[src/rtl/dcd_pkg.sv]
package dcd_pkg;
    typedef enum logic [2:0] {
        ST_IDLE,
        ST_ROW_OPEN,
        ST_READ,
        ST_EARLY_WR,
        ST_LATE_WR,
        ST_PAGE,
        ST_HIDDEN,
        ST_CBR
    } cyc_state_e;
endpackage

[src/rtl/dcd_sampler.sv]
module dcd_sampler #(
    parameter int AW = 9,
    parameter int DW = 4
) (
    input  logic          clk,
    input  logic          rst_n,
    input  logic          row_stb_n,
    input  logic          col_stb_n,
    input  logic          wr_en_n,
    input  logic          out_en_n,
    input  logic [AW-1:0] addr_in,
    input  logic [DW-1:0] din,
    output logic          s_ras_n,
    output logic          s_cas_n,
    output logic          s_we_n,
    output logic          s_oe_n,
    output logic [AW-1:0] s_addr,
    output logic [DW-1:0] s_din,
    output logic          ras_fall,
    output logic          ras_rise,
    output logic          cas_fall,
    output logic          cas_rise,
    output logic          we_fall
);
    logic p_ras_n, p_cas_n, p_we_n;

    always_ff @(posedge clk or negedge rst_n) begin
        if (!rst_n) begin
            s_ras_n <= 1'b1;
            s_cas_n <= 1'b1;
            s_we_n  <= 1'b1;
            s_oe_n  <= 1'b1;
            s_addr  <= '0;
            s_din   <= '0;
            p_ras_n <= 1'b1;
            p_cas_n <= 1'b1;
            p_we_n  <= 1'b1;
        end else begin
            s_ras_n <= row_stb_n;
            s_cas_n <= col_stb_n;
            s_we_n  <= wr_en_n;
            s_oe_n  <= out_en_n;
            s_addr  <= addr_in;
            s_din   <= din;
            p_ras_n <= s_ras_n;
            p_cas_n <= s_cas_n;
            p_we_n  <= s_we_n;
        end
    end

    assign ras_fall = p_ras_n & ~s_ras_n;
    assign ras_rise = ~p_ras_n & s_ras_n;
    assign cas_fall = p_cas_n & ~s_cas_n;
    assign cas_rise = ~p_cas_n & s_cas_n;
    assign we_fall  = p_we_n & ~s_we_n;
endmodule

[src/rtl/dcd_rfsh_ctr.sv]
module dcd_rfsh_ctr #(
    parameter int ROW_BITS = 9
) (
    input  logic                clk,
    input  logic                rst_n,
    input  logic                adv,
    output logic [ROW_BITS-1:0] row
);
    always_ff @(posedge clk or negedge rst_n) begin
        if (!rst_n)   row <= '0;
        else if (adv) row <= row + 1'b1;
    end

    // one step per counter refresh, modulo the row count
    p_cnt_step_r9: assert property (@(posedge clk) disable iff (!rst_n)
        $past(adv) |-> row == ROW_BITS'($past(row) + 1'b1));
    p_cnt_hold_r9: assert property (@(posedge clk) disable iff (!rst_n)
        !$past(adv) |-> $stable(row));
endmodule

[src/rtl/dram_cycle_decoder.sv]
module dram_cycle_decoder
    import dcd_pkg::*;
#(
    parameter int AW = 9,
    parameter int DW = 4
) (
    input  logic          clk,
    input  logic          rst_n,
    input  logic          row_stb_n,
    input  logic          col_stb_n,
    input  logic          wr_en_n,
    input  logic          out_en_n,
    input  logic [AW-1:0] addr_in,
    input  logic [DW-1:0] din,
    input  logic [DW-1:0] arr_rdata,
    output logic          rd_req,
    output logic [AW-1:0] rd_row,
    output logic [AW-1:0] rd_col,
    output logic          wr_pulse,
    output logic [AW-1:0] wr_row,
    output logic [AW-1:0] wr_col,
    output logic [DW-1:0] wr_data,
    output logic          rfsh_valid,
    output logic [AW-1:0] rfsh_row,
    output logic [DW-1:0] dout,
    output logic          dout_en
);
    logic          s_ras_n, s_cas_n, s_we_n, s_oe_n;
    logic [AW-1:0] s_addr;
    logic [DW-1:0] s_din;
    logic          ras_fall, ras_rise, cas_fall, cas_rise, we_fall;
    logic [AW-1:0] cnt_row;

    cyc_state_e    st, nxt;
    logic [AW-1:0] row_q, col_q;
    logic          ld_row, ld_col, fire_rd, fire_wr, fire_rf_pin, fire_rf_cnt;

    dcd_sampler #(.AW(AW), .DW(DW)) u_smp (
        .clk(clk), .rst_n(rst_n),
        .row_stb_n(row_stb_n), .col_stb_n(col_stb_n),
        .wr_en_n(wr_en_n), .out_en_n(out_en_n),
        .addr_in(addr_in), .din(din),
        .s_ras_n(s_ras_n), .s_cas_n(s_cas_n), .s_we_n(s_we_n), .s_oe_n(s_oe_n),
        .s_addr(s_addr), .s_din(s_din),
        .ras_fall(ras_fall), .ras_rise(ras_rise),
        .cas_fall(cas_fall), .cas_rise(cas_rise), .we_fall(we_fall)
    );

    dcd_rfsh_ctr #(.ROW_BITS(AW)) u_ctr (
        .clk(clk), .rst_n(rst_n), .adv(fire_rf_cnt), .row(cnt_row)
    );

    // Cycle classification from strobe edge order
    always_comb begin
        nxt         = st;
        ld_row      = 1'b0;
        ld_col      = 1'b0;
        fire_rd     = 1'b0;
        fire_wr     = 1'b0;
        fire_rf_pin = 1'b0;
        fire_rf_cnt = 1'b0;
        unique case (st)
            ST_IDLE: begin
                if (ras_fall) begin
                    if (!s_cas_n) begin
                        fire_rf_cnt = 1'b1;
                        nxt         = ST_CBR;
                    end else begin
                        ld_row = 1'b1;
                        nxt    = ST_ROW_OPEN;
                    end
                end
            end
            ST_ROW_OPEN, ST_PAGE: begin
                if (ras_rise) begin
                    fire_rf_pin = (st == ST_ROW_OPEN);
                    nxt         = ST_IDLE;
                end else if (cas_fall) begin
                    ld_col = 1'b1;
                    if (!s_we_n) begin
                        fire_wr = 1'b1;
                        nxt     = ST_EARLY_WR;
                    end else begin
                        fire_rd = 1'b1;
                        nxt     = ST_READ;
                    end
                end
            end
            ST_READ: begin
                if (ras_rise)      nxt = ST_HIDDEN;
                else if (cas_rise) nxt = ST_PAGE;
                else if (we_fall) begin
                    fire_wr = 1'b1;
                    nxt     = ST_LATE_WR;
                end
            end
            ST_EARLY_WR, ST_LATE_WR: begin
                if (ras_rise)      nxt = ST_IDLE;
                else if (cas_rise) nxt = ST_PAGE;
            end
            ST_HIDDEN: begin
                if (cas_rise)      nxt = s_ras_n ? ST_IDLE : ST_CBR;
                else if (ras_fall) fire_rf_cnt = 1'b1;
            end
            ST_CBR: begin
                if (ras_rise) nxt = ST_IDLE;
            end
        endcase
    end

    // State register
    always_ff @(posedge clk or negedge rst_n) begin
        if (!rst_n) st <= ST_IDLE;
        else        st <= nxt;
    end

    // Registered outputs and address latches
    always_ff @(posedge clk or negedge rst_n) begin
        if (!rst_n) begin
            row_q      <= '0;
            col_q      <= '0;
            rd_req     <= 1'b0;
            rd_row     <= '0;
            rd_col     <= '0;
            wr_pulse   <= 1'b0;
            wr_row     <= '0;
            wr_col     <= '0;
            wr_data    <= '0;
            rfsh_valid <= 1'b0;
            rfsh_row   <= '0;
            dout_en    <= 1'b0;
        end else begin
            if (ld_row) row_q <= s_addr;
            if (ld_col) col_q <= s_addr;
            rd_req <= fire_rd;
            if (fire_rd) begin
                rd_row <= row_q;
                rd_col <= s_addr;
            end
            wr_pulse <= fire_wr;
            if (fire_wr) begin
                wr_row  <= row_q;
                wr_col  <= (st == ST_READ) ? col_q : s_addr;
                wr_data <= s_din;
            end
            rfsh_valid <= fire_rf_pin | fire_rf_cnt;
            if (fire_rf_pin)      rfsh_row <= row_q;
            else if (fire_rf_cnt) rfsh_row <= cnt_row;
            dout_en <= ((nxt == ST_READ) || (nxt == ST_HIDDEN) || (nxt == ST_LATE_WR))
                       && !s_cas_n && !s_oe_n;
        end
    end

    assign dout = dout_en ? arr_rdata : '0;

    // refresh, write and read commands never coincide
    p_one_pulse_r8: assert property (@(posedge clk) disable iff (!rst_n)
        $onehot0({rfsh_valid, wr_pulse, rd_req}));
    // a read request follows a column-low, write-high sample
    p_rd_cond_r3: assert property (@(posedge clk) disable iff (!rst_n)
        rd_req |-> $past(!s_cas_n && s_we_n));
    // a write pulse follows a sample with write enable and column low
    p_wr_cond_r6: assert property (@(posedge clk) disable iff (!rst_n)
        wr_pulse |-> $past(!s_we_n && !s_cas_n));
    // drive only after a sample with column strobe and output enable low
    p_drive_cond_r4: assert property (@(posedge clk) disable iff (!rst_n)
        dout_en |-> $past(!s_cas_n && !s_oe_n));
endmodule

[config.mk]
export PLATFORM = sky130hd
export DESIGN_NAME = dram_cycle_decoder
export DESIGN_NICKNAME = d
export VERILOG_FILES = /design/src/rtl/dcd_pkg.sv /design/src/rtl/dcd_sampler.sv /design/src/rtl/dcd_rfsh_ctr.sv /design/src/rtl/dram_cycle_decoder.sv
export SDC_FILE = /design/constraint.sdc
export NUM_CORES = 1
export LEC_CHECK = 0
export BUFFER_PORTS_ARGS = -buffer_cell sky130_fd_sc_hd__buf_2
export CAP_MARGIN = 5
export CELL_PAD_IN_SITES_DETAIL_PLACEMENT = 0
export CELL_PAD_IN_SITES_GLOBAL_PLACEMENT = 1
export CORE_MARGIN = 5
export CORE_UTILIZATION = 48
export CTS_CLUSTER_SIZE = 20
export DETAILED_ROUTE_END_ITERATION = 12
export PLACE_DENSITY_LB_ADDON = 0.1
export SYNTH_ARGS = -nofsm -noshare
export SYNTH_HDL_FRONTEND = slang
export SYNTH_SLANG_ARGS = --single-unit
export TNS_END_PERCENT = 50
[constraint.sdc]
create_clock -name clk -period 5.42 [get_ports clk]
set_input_delay 0.271 -clock clk [delete_from_list [all_inputs] [get_ports clk]]
set_output_delay 0.271 -clock clk [all_outputs]
set_load 0.03 [all_outputs]
==> results of run 1 <==
[kinds of logic after synthesis]
| family | after synthesis | share of synthesized area [%] |
|---|---|---|
| multiplexers | 70 | 19.4 |
| buffers and inverters | 20 | 3.13 |
| XOR/XNOR | 9 | 1.86 |
| AND/OR/NAND/NOR | 78 | 10.1 |
| flip-flops | 103 | 61.0 |
| adder cells (fa/ha/maj) | 1 | 0.295 |
| AO/OA/AOI/OAI | 24 | 4.22 |
[cells in the mapped netlist, types with 4 or more instances]
library cell	count
mux2_4	10
nor2_1	5
mux2_2	58
buf_2	7
nand4_1	4
dfrtp_1	96
inv_1	4
and2_1	5
nand2_1	22
buf_6	6
nand3_1	21
xnor2_1	8
nor2b_1	4
dfstp_2	7
o211ai_1	10
[through the flow]
step	utilization [%]	setup WS (ps)	power, mW	cell area, sq um	std cells
detailed placement	53.9	2760	2.29	4680	479
global placement	53.9	2770	2.26	4680	479
floorplan	-	3690	1.97	4240	305
global route	58.0	2600	2.88	5040	512
finish	58.0	2790	2.72	5040	512
CTS	57.9	2750	2.76	5030	511
[report_power, final]
part	leakage, nW	total, mW	switching (mW)	internal [mW]
clock network	0.0929	0.457	0.268	0.188
logic	1.01	1.02	0.606	0.413
registers	1.27	1.24	0.209	1.03
total	2.38	2.72	1.08	1.63
[final timing paths]
kind / from / to / cells after the start
worst min register to register: u_smp.s_we_n / u_smp.p_we_n / 0
worst max register to register: u_smp.p_ras_n / rd_row[3] / 4
worst max-delay path: u_smp.p_ras_n / rd_row[3] / 4
worst min-delay path: addr_in[6] / u_smp.s_addr[6] / 1
min in group asynchronous: rst_n / rd_row[7] / 2
max in group asynchronous: rst_n / st[0] / 3
[state kept, by name, summed over array words and instances, names as in the netlist, 3 cells and up]
signal	cells
row_q	9
st	3
wr_data	4
wr_row	9
rfsh_row	9
u_smp.s_din	4
rd_row	9
u_smp.s_addr	9
wr_col	9
rd_col	9
u_ctr.row	9
col_q	9
[per-layer routing]
metal,vias to the layer above,part of all wire (%),GRT usage [%]
met4,0,0.83,3.05
met2,60,48,25.1
met3,6,4.4,4.72
met5,-,0,0
met1,1319,47,22.9
li1,1269,-,-
[layout make-up]
type,count,area (sq um)
clock inverters,5,45.0
flip-flops and latches,103,2590
inverters,4,15.0
clock buffers,11,141
fillers,767,3640
well taps,108,135
repair buffers,99,591
multi-input cells,182,1520
==> impl_metrics.env, run 1 <==
export IMPL_reg2reg_slack_ps=2790
export IMPL_yosysWarnings=0
export IMPL_clock_sinks=103
export IMPL_synth_area_leaders="dfrtp_1, mux2_2, dfstp_2, mux2_4, nand3_1"
export IMPL_numCtsBuffers=9
export IMPL_fmax_ghz=0.380
export IMPL_clkSlewWorstSetupHoldPaths_ps=100
export IMPL_fp_coreArea_sq_um=8680
export IMPL_drt_vias_per_instance=5.18
export IMPL_slew_viol_final=0
export IMPL_hold_viol=0
export IMPL_yosys_area_top_type="dfrtp_1"
export IMPL_start_util_pct=48.9
export IMPL_final_nets=423
export IMPL_layout_commonest_cell="dfrtp_1"
export IMPL_fp_row_count=34
export IMPL_yosysUniqueCellTypes=43
export IMPL_hpwl_um=5820
export IMPL_syn_area_per_cell_sq_um=13.9
export IMPL_vdd_drop_max_v=0.000252
export IMPL_place_gp_congestion=0.805
export IMPL_slew_headroom_pct=31.5
export IMPL_rsz0062_at_grt="no"
export IMPL_post_synth_instance_area_sq_um=4240
export IMPL_drtIter0Drc=145
export IMPL_grt_pass1_wl_um=14400
export IMPL_tightest_slew_ps=1030
export IMPL_maxCapViolCount=0
export IMPL_setup_viol=0
export IMPL_cts_setup_buffers=0
export IMPL_die_y_um=104
export IMPL_arrival_ps=2880
export IMPL_ant_nets=0
export IMPL_worst_path_max_delay_cell="or2_1"
export IMPL_hp_class="input port to flip-flop"
export IMPL_cp_max_fo=19
export IMPL_status="finished, final reports clean"
export IMPL_synthFlopType="dfrtp_1"
export IMPL_clk_latency_ps=360
export IMPL_cp_end_kind="flip-flop"
export IMPL_syn_num_nets=329
export IMPL_postCtsResizedCells=0
export IMPL_cts_tree="built"
export IMPL_tns_ps=0
export IMPL_grt_max_degree=77
export IMPL_synth_top_area_share_pct=56.6
export IMPL_start_kind="flip-flop"
export IMPL_htreeDepth=3
export IMPL_area_growth_pct=18.7
export IMPL_drive_gt1_share_pct=44.6
export IMPL_routed_wl_um=8400
export IMPL_drc=0
export IMPL_postCtsHoldBufs=16
export IMPL_ys_seq_area_share_pct=61.0
export IMPL_fin_crit_sh_pct=48.6
export IMPL_dieArea_sq_um=10800
export IMPL_async_flop_share_pct=100
export IMPL_dr_total_vias=2654
export IMPL_cp_top_family="simple AND/OR/NAND/NOR gates"
export IMPL_crit_buf_inv=0
export IMPL_synth_edff_count=0
export IMPL_ctsRootBufferMaster="clkbuf_8"
export IMPL_p_per_area_nw_per_um2=540
export IMPL_grtUsageTotal_pct=16.2
export IMPL_crit_type="flip-flop to flip-flop"
export IMPL_io_pins=80
export IMPL_syn_inst=305
export IMPL_fin_skew_ps=11.6
export IMPL_overflow=0
export IMPL_firstDrtPassIters=4
export IMPL_hold_ws_ps=27.4
export IMPL_path_cells="nand2b_2 > nand4_1 > or2_1 > mux2_4"
export IMPL_period_minus_slack_ps=2630
export IMPL_die_w_um=104
export IMPL_antennaDiodeCount=0
export IMPL_layout_common_cells="dfrtp_1, buf_2, mux2_2"
export IMPL_wire_per_inst_um=16.4
export IMPL_clockBufferDepth=2
export IMPL_required_ps=5670
export IMPL_antenna_found_initial=0
export IMPL_ys_ff_latch=103
export IMPL_cpPeakStageDelay_ps=810
export IMPL_grt_pass1_vias=2767
export IMPL_p_leak_nw=2.38
export IMPL_io_buffers=79
(Power assumes the default switching activity.)
==> inputs of run 2 (changes only) <==
--- a/config.mk
+++ b/config.mk
@@ -5,12 +5,13 @@
 export SDC_FILE = /design/constraint.sdc
 export NUM_CORES = 1
 export LEC_CHECK = 0
+export ABC_AREA = 1
 export BUFFER_PORTS_ARGS = -buffer_cell sky130_fd_sc_hd__buf_2
 export CAP_MARGIN = 5
 export CELL_PAD_IN_SITES_DETAIL_PLACEMENT = 0
 export CELL_PAD_IN_SITES_GLOBAL_PLACEMENT = 1
 export CORE_MARGIN = 5
-export CORE_UTILIZATION = 48
+export CORE_UTILIZATION = 37
 export CTS_CLUSTER_SIZE = 20
 export DETAILED_ROUTE_END_ITERATION = 12
 export PLACE_DENSITY_LB_ADDON = 0.1
==> constraint.sdc (replaced) <==
create_clock -name clk -period 2.4 [get_ports clk]
set_input_delay 0.12 -clock clk [delete_from_list [all_inputs] [get_ports clk]]
set_output_delay 0.12 -clock clk [all_outputs]
set_load 0.03 [all_outputs]
==> run 2 against run 1 <==
  * Via count increased by 15%
  * Core utilization shrank 11 points
  * Worst hold slack gained 360 ps
  * Combinational power grew 140%
  * Clock-buffer cell count is the same
  * Die area rose by 23%
  * Wire length increased by 8.9%
  * Largest power group unchanged
  * Synthesized cell count rose by 40%
  * Sequential share of layout area down 0.14 points
  * Setup slack worse by 2100 ps
  * Critical path depth is 4 higher
==> impl_metrics.env, run 2 <==
export IMPL_wire_per_inst_um=13.6
export IMPL_place_gp_congestion=0.801
export IMPL_io_pins=80
export IMPL_drc=0
export IMPL_grt_max_degree=60
export IMPL_syn_area_per_cell_sq_um=9.59
export IMPL_ant_nets=0
export IMPL_holdPathEnd="u_smp.s_din[0]"
export IMPL_synth_top_area_share_pct=58.5
export IMPL_io_buffers=79
export IMPL_start_util_pct=37.9
export IMPL_syn_inst=428
export IMPL_hold_ws_ps=390
export IMPL_layout_common_cells="nand2_1, dfrtp_1, buf_2"
export IMPL_clockBufferDepth=2
export IMPL_overflow=0
export IMPL_dieArea_sq_um=13300
export IMPL_synthFlopType="dfrtp_1"
export IMPL_rr_worst_depth=8
export IMPL_antennaDiodeCount=0
export IMPL_clkSlewWorstSetupHoldPaths_ps=100
export IMPL_numCtsBuffers=9
export IMPL_arrival_ps=1960
export IMPL_setup_viol=0
export IMPL_grt_pass1_wl_um=15200
export IMPL_power_mw=6.34
export IMPL_synth_area_leaders="dfrtp_1, nand2_1, o21ai_0, dfstp_2, inv_1"
export IMPL_fmax_ghz=0.597
export IMPL_synth_edff_count=0
export IMPL_hold_viol=0
export IMPL_tns_ps=0
export IMPL_ctsRootBufferMaster="clkbuf_8"
export IMPL_crit_type="flip-flop to flip-flop"
export IMPL_ys_ff_latch=103
export IMPL_maxCapViolCount=0
export IMPL_min_delay_start="din[0]"
export IMPL_fp_row_count=38
export IMPL_worstReg2RegEnd="wr_col[5]"
export IMPL_post_synth_instance_area_sq_um=4110
export IMPL_fin_skew_ps=13.5
export IMPL_antenna_found_initial=0
export IMPL_final_nets=554
export IMPL_period_minus_slack_ps=1670
export IMPL_dr_total_vias=3042
export IMPL_slew_headroom_pct=50.7
export IMPL_yosysUniqueCellTypes=36
export IMPL_clk_latency_ps=360
export IMPL_drive_gt1_share_pct=23.0
export IMPL_die_y_um=115
export IMPL_clock_sinks=103
export IMPL_cts_tree="built"
export IMPL_routed_wl_um=9150
export IMPL_fp_coreArea_sq_um=10800
export IMPL_cts_setup_buffers=0
export IMPL_yosysWarnings=0
export IMPL_hpwl_um=6480
export IMPL_fin_crit_sh_pct=69.8
export IMPL_ys_seq_area_share_pct=63.0
export IMPL_vdd_drop_max_v=0.000666
export IMPL_slew_viol_final=0
export IMPL_async_flop_share_pct=100
export IMPL_drtIter0Drc=158
export IMPL_htreeDepth=3
export IMPL_yosys_area_top_type="dfrtp_1"
export IMPL_grtUsageTotal_pct=14.7
export IMPL_die_w_um=115
export IMPL_drt_vias_per_instance=4.51
export IMPL_r2r_start="u_smp.p_cas_n"
export IMPL_cp_end_kind="flip-flop"
export IMPL_cp_max_fo=45
export IMPL_synth_common_cells="nand2_1, dfrtp_1, o21ai_0, inv_1, nor2_1"
export IMPL_holdPathStages=2
export IMPL_reg2reg_slack_ps=730
export IMPL_start_kind="flip-flop"
export IMPL_required_ps=2690
export IMPL_syn_num_nets=452
export IMPL_status="finished, final reports clean"
export IMPL_hp_class="input port to flip-flop"
export IMPL_firstDrtPassIters=4
export IMPL_grt_pass1_vias=3066
export IMPL_p_per_area_nw_per_um2=1260
export IMPL_area_growth_pct=23.0
export IMPL_layout_commonest_cell="nand2_1"
export IMPL_tightest_slew_ps=740
export IMPL_rsz0062_at_grt="no"
export IMPL_synth_most_common_cell="nand2_1"
export IMPL_p_leak_nw=2.56
## run 2: cell count changes after synthesis, sizes merged, moves of 6 or more
cell	delta
nand3	-6
nand2	+90
xnor2	-6
o21ai	+39
buf	-6
inv	+41
nor2	+38
mux2	-68
o211ai	-9
a21oi	+9
a31oi	+17
## run 2: how the worst max path moves through the flow
| stage | start | to | slack [ps] | cells past startpoint |
|---|---|---|---|---|
| floorplan | u_smp.p_cas_n | wr_col[0] | 910 | 7 |
| global placement | st[2] | rfsh_row[0] | 740 | 6 |
| detailed placement | u_smp.p_cas_n | wr_col[2] | 720 | 8 |
| CTS | u_smp.p_cas_n | wr_col[2] | 690 | 8 |
| global route | st[1] | rfsh_row[2] | 490 | 9 |
| finish | u_smp.p_cas_n | wr_col[5] | 730 | 8 |
## run 2: area by class of cell
class	instances	area, sq um
clock buffer	11	141
clock inverter	5	65.1
fill	1080	5790
inverter	47	179
multi-input combinational	264	1250
sequential	103	2590
tap	140	175
timing repair buffer	105	651
## run 2: worst max-delay path, stage by stage, from the launching register on
cell and delay (ps):
dfstp_2 550, nand2_1 90, inv_1 70, nand3_2 80, buf_4 210, o21ai_4 160, buf_12 220, nor2_1 60
a31oi_1 150
## run 2: per-stage QoR
stage	util [%]	instances	worst slack (ps)	instance area (sq um)
2_1_floorplan	-	428	911	4110
3_3_place_gp	43.0	641	738	4660
3_5_place_dp	43.0	641	716	4660
4_1_cts	46.6	675	690	5050
5_1_grt	46.6	675	489	5050
6_report	46.6	675	725	5050
## run 2: where the power goes
group	switching, mW	total (mW)	internal, mW
sequential	0.403	2.77	2.37
clock	0.598	1.12	0.525
combinational	1.71	2.45	0.744
## run 2: cells by family (layout without fill, tap and decap cells)
logic type               after synthesis  in the layout  share of synthesized area [%]
AND/OR/NAND/NOR                      181            181                           18.6
flip-flops                           103            103                           63.0
AO/OA/AOI/OAI                         76             76                           10.3
buffers and inverters                 61            168                           6.52
XOR/XNOR                               6              6                           1.28
adder cells (fa/ha/maj)                1              1                          0.305
## run 2: layer usage
| metal | vias to the layer above | GRT usage (%) | share of wire [%] |
|---|---|---|---|
| met5 | - | 0 | 0 |
| met1 | 1421 | 19.8 | 47 |
| li1 | 1563 | - | - |
| met3 | 2 | 4.47 | 5.0 |
| met4 | 0 | 3.52 | 0.44 |
| met2 | 56 | 23.6 | 48 |
## run 2: timing repair
action	in CTS	in global routing
hold buffers	18	0
endpoints found under the hold margin	113	0
resized for setup	0	0
